$ cat config.mk
export PLATFORM = sky130hd
export DESIGN_NAME = tlb_mmu
export DESIGN_NICKNAME = d
export VERILOG_FILES = /design/src/rtl/tlb_mmu.sv
export SDC_FILE = /design/constraint.sdc
export NUM_CORES = 2
export LEC_CHECK = 0
export BUFFER_PORTS_ARGS = -buffer_cell sky130_fd_sc_hd__buf_2
export CAP_MARGIN = 20
export CORE_MARGIN = 1.5
export CORE_UTILIZATION = 55
export DETAILED_ROUTE_END_ITERATION = 12
export GPL_TIMING_DRIVEN = 0
export PLACE_DENSITY = 0.71
export SKIP_LAST_GASP = 1
export SYNTH_ARGS = -nofsm -noshare
export SYNTH_HDL_FRONTEND = slang
export SYNTH_SLANG_ARGS = --single-unit
$ cat constraint.sdc
create_clock -name clk -period 6 [get_ports clk]
set_input_delay 0 -clock clk [delete_from_list [all_inputs] [get_ports clk]]
set_output_delay 0 -clock clk [all_outputs]
set_load 0.02 [all_outputs]
$ cat src/rtl/tlb_mmu.sv
module tlb_mmu #(
  parameter int ENTRIES = 32,
  parameter int OFS_W   = 12
) (
  input  logic        clk,
  input  logic        rst_n,
  input  logic        req_valid,
  input  logic [31:0] req_addr,
  input  logic [1:0]  req_size,
  input  logic        req_write,
  input  logic        req_user,
  output logic [31:0] resp_paddr,
  output logic [2:0]  resp_exc,
  input  logic [1:0]  reg_sel,
  input  logic        reg_wr,
  input  logic [31:0] reg_wdata,
  output logic [31:0] reg_rdata,
  input  logic        tlb_load
);
  localparam int IDX_W = $clog2(ENTRIES);
  localparam int PG_W  = 32 - OFS_W;
  localparam logic [2:0] X_NONE = 3'd0, X_ALIGN = 3'd1, X_PRIV = 3'd2,
                         X_MISS = 3'd3, X_INV = 3'd4, X_WP = 3'd5;
  localparam logic [31:0] LO_MASK = {{PG_W{1'b1}}, {(OFS_W-2){1'b0}}, 2'b11};
  localparam logic [31:0] HI_MASK = {{PG_W{1'b1}}, {OFS_W{1'b0}}};

  logic [PG_W-1:0]  e_page  [ENTRIES];
  logic [PG_W-1:0]  e_frame [ENTRIES];
  logic [ENTRIES-1:0] e_w, e_v, match;

  logic [IDX_W-1:0] r_index;
  logic [31:0]      r_hi, r_lo, r_bad;

  wire [PG_W-1:0]  va_page  = req_addr[31:OFS_W];
  wire [OFS_W-1:0] va_ofs   = req_addr[OFS_W-1:0];
  wire misal  = req_size[1] ? (req_addr[1:0] != 2'b00)
                            : (req_size[0] & req_addr[0]);
  wire priv   = req_user & req_addr[31];
  wire bypass = &req_addr[31:30];

  for (genvar g = 0; g < ENTRIES; g++) begin : g_cmp
    assign match[g] = (e_page[g] == va_page);
  end

  logic             hit;
  logic [IDX_W-1:0] hidx;
  always_comb begin
    hit  = 1'b0;
    hidx = '0;
    for (int i = ENTRIES - 1; i >= 0; i--)
      if (match[i]) begin
        hit  = 1'b1;
        hidx = i[IDX_W-1:0];
      end
  end

  always_comb begin
    resp_exc   = X_NONE;
    resp_paddr = '0;
    if (misal)                          resp_exc = X_ALIGN;
    else if (priv)                      resp_exc = X_PRIV;
    else if (bypass)                    resp_paddr = {2'b00, req_addr[29:0]};
    else if (!hit)                      resp_exc = X_MISS;
    else if (!e_v[hidx])                resp_exc = X_INV;
    else if (!e_w[hidx] && req_write)   resp_exc = X_WP;
    else                                resp_paddr = {e_frame[hidx], va_ofs};
  end

  always_comb
    case (reg_sel)
      2'd0:    reg_rdata = {{(32-IDX_W){1'b0}}, r_index};
      2'd1:    reg_rdata = r_hi;
      2'd2:    reg_rdata = r_lo;
      default: reg_rdata = r_bad;
    endcase

  wire fault    = req_valid && (resp_exc != X_NONE);
  wire tlbfault = fault && (resp_exc >= X_MISS);

  always_ff @(posedge clk) begin
    if (!rst_n) begin
      r_index <= '0;
      r_hi    <= '0;
      r_lo    <= '0;
      r_bad   <= '0;
      e_w     <= '0;
      e_v     <= '0;
      for (int i = 0; i < ENTRIES; i++) begin
        e_page[i]  <= '0;
        e_frame[i] <= '0;
      end
    end else begin
      if (reg_wr)
        case (reg_sel)
          2'd0:    r_index <= reg_wdata[IDX_W-1:0];
          2'd1:    r_hi    <= reg_wdata & HI_MASK;
          2'd2:    r_lo    <= reg_wdata & LO_MASK;
          default: r_bad   <= reg_wdata;
        endcase
      if (fault)    r_bad <= req_addr;
      if (tlbfault) r_hi  <= {va_page, {OFS_W{1'b0}}};
      if (tlb_load) begin
        e_page[r_index]  <= r_hi[31:OFS_W];
        e_frame[r_index] <= r_lo[31:OFS_W];
        e_w[r_index]     <= r_lo[1];
        e_v[r_index]     <= r_lo[0];
      end
    end
  end

  a_r1_word_align: assert property (@(posedge clk) disable iff (!rst_n)
    (req_size[1] && req_addr[1:0] != 2'b00) |-> resp_exc == 3'd1);
  a_r1_byte_never: assert property (@(posedge clk) disable iff (!rst_n)
    (req_size == 2'b00) |-> resp_exc != 3'd1);
  a_r3_user_priv: assert property (@(posedge clk) disable iff (!rst_n)
    (resp_exc != 3'd1 && req_user && req_addr[31]) |-> resp_exc == 3'd2);
  a_r4_bypass: assert property (@(posedge clk) disable iff (!rst_n)
    (resp_exc != 3'd1 && !req_user && &req_addr[31:30])
      |-> (resp_exc == 3'd0 && resp_paddr == {2'b00, req_addr[29:0]}));
  a_r9_fault_zero: assert property (@(posedge clk) disable iff (!rst_n)
    (resp_exc != 3'd0) |-> resp_paddr == 32'd0);
  a_r7_bad_loaded: assert property (@(posedge clk) disable iff (!rst_n)
    (req_valid && resp_exc != 3'd0) |=> r_bad == $past(req_addr));
  a_r7_hi_loaded: assert property (@(posedge clk) disable iff (!rst_n)
    (req_valid && resp_exc >= 3'd3) |=> r_hi == {$past(req_addr[31:OFS_W]), {OFS_W{1'b0}}});
  a_r10_lo_clean: assert property (@(posedge clk) disable iff (!rst_n)
    r_lo[OFS_W-1:2] == '0);
endmodule

# After elaboration in Yosys (flattened, before gate mapping)
# Memories as Yosys holds them, arrays and structs flattened.
# Cells that the tools add are included.
[classes]
n_mux = 102
n_eq_ne = 35
n_reduce_logical = 19
bitwise = 2
order_cmp = 4
[ops]
columns = ["cell", "n"]
rows = [
  ["$eq 20x20->1", 32],
  ["$mux 32", 12],
  ["$mux 5", 34],
  ["$pmux 32 s3", 1],
  ["$bwmux 32", 2],
  ["$mux 1", 42],
  ["$mux 20", 2],
  ["$reduce_or 20->1", 2],
  ["$mux 3", 6],
  ["$lt 5x6->1 const B", 2],
  ["$bmux 1 s5", 2],
  ["$reduce_and 2->1", 5],
  ["$reduce_bool 2->1", 4],
  ["$demux 1 s5", 1],
  ["$ge 5x1->1 const B", 1],
  ["$logic_and 1x1->1", 4],
  ["$ge 3x2->1 const B", 1],
  ["$reduce_bool 3->1", 1],
  ["$reduce_or 3->1", 1],
  ["$and 1x1->1", 2],
  ["$eq 2x1->1 const B", 1],
  ["$eq 2x2->1 const B", 1],
  ["$logic_not 2->1", 1],
  ["$ne 2x1->1 const B", 1],
  ["$logic_not 1->1", 1],
]
[totals]
ram_bits = 1280
output_inout_bits = 67
register_bits = 143
n_memories = 2
input_bits = 75
[mem_list]
columns = ["name", "words", "width", "read_ports", "rd_clocked_by_memory_dff", "write_ports", "line", "source"]
rows = [
  ["e_frame", 32, 20, 1, 0, 32, "28", "logic [PG_W-1:0] e_frame [ENTRIES];"],
  ["e_page", 32, 20, 32, 0, 32, "27", "logic [PG_W-1:0] e_page [ENTRIES];"],
]

# Longest topological paths before layout
# An unclocked memory read counts as a cell.
[logic_depth]
word_depth = 49
ltp_mapped = 22

# Least setup slack after synthesis
# Ideal clock, no wire load.
[synth_timing]
path_kind = "reg-to-reg"
from = "reg r_index[0]"
to = "mem e_frame[28][0] (netlist name) (enable)"
t_required_ns = 5.503
path_stages_with_launch = 5
path_slack_ns = 1.480
arrival_time_ns = 4.024
n_path_buf = 2
cell_sequence = "dfxtp_1 > clkbuf_1 > or3b_2 > clkbuf_1 > o21ai_0"
[synth_lines]
columns = ["element", "line", "source"]
rows = [
  ["start, declared", "31", "logic [IDX_W-1:0] r_index;"],
  ["start signal, assigned", "95", "2'd0: r_index <= reg_wdata[IDX_W-1:0];"],
  ["end, declared", "28", ""],
]

==> summary.txt <==
Worst setup path
  • Worst Reg-to-Reg Cells: 18
  • CP Launch Type: flop
  • Required time worst endpoint: 6.00 ns
  • Crit. Startpoint: e_page[28][18]$_SDFFCE_PN0P_
  • R2R setup slack: 0.41 ns
  • Crit end category: output port
  • R2r startpoint: e_page[28][18]$_SDFFCE_PN0P_
  • Worst Path Arrival: 6.09 ns
  • CP max FO: 10
  • Worst reg2reg path endpoint: r_bad[11]$_SDFFE_PN0P_
  • Critical path type: flop to output port

Layout
  • Layout cells sized above 1: 11.9%
  • Post-Layout Cell Count: 7,808
  • Area Overhead vs Synth: 13.5%
  • Fillers: 9,712
  • Final Net Count: 6,102

STA
  • Post-route setup slack: -0.0855 ns
  • Final Max Slew Viols: 0
  • Final setup fails: 7
  • Fmax: 164 MHz
  • Count of final hold-check violations: 0
  • RSZ-0062 raised after global routing: true
  • Period utilization: 101%
  • Slew @ Worst Pin: 1.38 ns
  • Fin crit period: 6.09 ns
  • Worst Clk Skew: 0.0210 ns
  • Setup_tns: -0.305 ns
  • Worst relative slew slack: 8.29%

Route
  • Detailed Route Iter0 Violations: 7,797
  • Drt drc: 0
  • Routed vias: 49,200
  • Final ANT Viol Nets: 1
  • DR pass1 iterations: 6
  • DR vias/cell: 6.29
  • WL per Instance: 31.5 um
  • Final wirelength: 246 mm

Power and ir drop
  • Internal cell power: 16,800 uW
  • Net Sw Frac: 23.9%
  • Cell Pwr Density: 281 nW/um^2
  • Static leakage power: 0.0288 uW
  • Comb pwr share: 7.8%
  • Switch Pwr: 5290 uW
  • Clock power frac: 41.1%
  • Maximum VDD drop: 0.283 mV
  • Flop pwr share: 51.2%

Synth
  • Yosys Warn Count: 0
  • Synth cell count leaders: 1,302 x and2_1, 1,280 x edfxtp_1, 368 x xnor2_1
  • Post-synthesis sequential area ratio: 59.4%
  • Post-Syn Nets: 5,720
  • Distinct cells, synth: 77
  • Post-synth EDFFs: 1,280
  • Mux contribution to synthesized area: 6.58%
  • Ys flop type: edfxtp_1
  • Post-Syn Area: 69,500 um^2
  • Share of the synthesized area in the top cell type: 55.3%
  • Yosys top cell by area: edfxtp_1
  • Post-synthesis simple-gate area fraction: 17.8%
  • Async SR Flop Fraction: 0%
  • Synth area leaders: edfxtp_1 55%, and2_1 12%, xnor2_1 4.6%
  • Synth Area in XOR/XNOR: 8.06%
  • Adder-cell share of the synthesized area: 0%
  • Top-count cell post-synth: and2_1
  • Synth Area in Compound Gates: 4.55%
  • Syn_area_per_cell: 12.3 um^2
  • Combinational family with the most area after synthesis: simple AND/OR/NAND/NOR gates
  • Gate Count Post-Synth: 5,645
  • Yosys reg bits: 1,423

Floorplan
  • Die Y: 359 um
  • Initial core utilization: 55.4%
  • I/O pin total: 142
  • Rows: 130
  • CORE AREA: 126,000 um^2
  • Die width: 359 um
  • Die ar.: 129,000 um^2

Status
  • Status: finished with violations
  • Failing checks: antenna violations, negative setup slack

Placement
  • Inst Count DP: 7,448
  • PortBufs: 118
  • Worst slack, placed: -0.941 ns
  • Dpl hpwl: 171 mm
  • Routability cong.: 1.02

Min path
  • HP Start: reg_wdata[14]
  • Hold Path Depth: 4
  • Min-Delay Path Class: input pin to flop
  • Hold Crit Endpoint: r_lo[14]$_SDFFE_PN0P_

Global routing
  • Number of global-route vias before repair: 46,500
  • Gr busiest metal: met2
  • Met2 Use GR: 56.5%
  • Congestion Overflow GR: 0
  • First-pass GRT wire length: 339 mm
  • Largest net degree at the start of global routing: 31
  • GR Layer Usage met1: 51.4%
  • M3 GR Usage: 10.8%
  • Total track usage: 38.1%
  • Initial antenna violation count: 28

Clocking
  • Worst-Skew Late Latency: 0.80 ns
  • Root buf cell: clkbuf_16
  • H-tree depth: 4
  • CTS tree: built
  • # clock sinks: 1,423
  • Clock Path Buffers: 3
  • Clk slew on worst S/H paths: 0.06 ns
  • Inserted Clock Buffers: 147

Flow run
  • Max-Cap Viols: 0
==> critical path: stages, from the launching register on <==
cell,delay [ns]
edfxtp_1,0.51
xnor2_1,0.24
nand4_1,0.13
nor3_2,0.30
and3_1,0.31
nand2_1,0.09
a311o_1,0.49
a211oi_4,0.40
nor2_2,0.13
buf_4,0.23
buf_4,0.25
clkbuf_4,0.27
buf_4,0.26
a211oi_2,0.28
a311oi_4,0.11
nand3b_1,0.47
o31a_1,0.28
o21ai_1,0.29
buf_2,0.24
==> layout make-up <==
class | count | area (um^2) | share of cell area, %
Tap cell | 1650 | 2060 | 2.62
Buffer | 500 | 2530 | 3.21
Sequential cell | 1423 | 41300 | 52.3
Clock buffer | 194 | 4040 | 5.11
Inverter | 43 | 161 | 0.205
Antenna cell | 18 | 45.0 | 0.0571
Clock inverter | 68 | 582 | 0.737
Timing Repair Buffer | 233 | 2080 | 2.64
Multi-Input combinational cell | 3679 | 26100 | 33.1
==> cell usage in the layout (no fill, tap or decap), types with 32 or more instances in the layout <==
master         count
and2_1          1302
edfxtp_1        1280
clkbuf_1         373
xnor2_1          366
nand2_1          336
mux2i_1          310
xor2_1           272
nor2_1           172
buf_2            158
clkbuf_16        155
dfxtp_1          143
mux2_2           125
nand4_1           97
a22o_1            83
dlygate4sd3_1     74
nor4_1            64
o211ai_1          61
nand3_1           60
buf_4             55
a211oi_1          50
buf_6             43
a311oi_1          41
a21oi_1           38
clkinv_1          38
nand2b_1          36
o21ai_0           35
buf_12            32
==> worst max-delay path by stage <==
stage	end	slack, ns	cells past startpoint
finish	resp_paddr[17]	-0.09	18
global route	resp_paddr[13]	-0.04	17
detailed placement	resp_paddr[18]	-0.94	19
CTS	resp_paddr[21]	-0.03	17
global placement	e_w[12]$_SDFFE_PN0P_	-1.46	5
floorplan	e_frame[28][0]$_SDFFCE_PN0P_	1.48	4
==> flip-flops by register name, indices dropped and copies added (netlist names) <==
signal   cells
e_w         32
r_hi        20
r_bad       32
e_v         32
r_index      5
r_lo        22
e_frame    640
e_page     640
==> stage by stage <==
step                      hold slack (ns)  instance area, um^2  total power (uW)  util, %
after global routing               0.0626                78900             22500     62.8
after detailed placement            0.264                72900             13100     58.1
after global placement              0.262                72200             13100     57.5
after floorplan                     0.136                69500             12400        -
after CTS                          0.0169                78600             22000     62.6
final                              0.0534                78900             22100     62.8
==> what timing repair did <==
action,in CTS,in global routing
buffers inserted,1,3
hold buffers,74,0
pin swaps,7,10
hold endpoints to repair,79,0
gates resized for setup,96,66
setup endpoints to repair,33,30
==> power by group through the flow <==
stage               clock (uW)  sequential [uW]  combinational [uW]
floorplan                    0            11400                 923
global placement             0            11500                1520
detailed placement           0            11500                1600
CTS                       9020            11300                1650
global route              9400            11300                1760
finish                    9100            11300                1720
==> metal layers <==
layer	up-vias	part of all wire (%)
met4	10	5.6
met5	-	0.030
li1	20500	-
met1	24400	37
met2	3624	43
met3	668	14
==> cells by family after synthesis <==
group / count (synthesis)
simple gates: 2183
flops: 1423
xor+xnor: 640
buf+inv: 543
mux: 440
compound gates: 416
No activity file was read; power rests on OpenSTA's default activity.
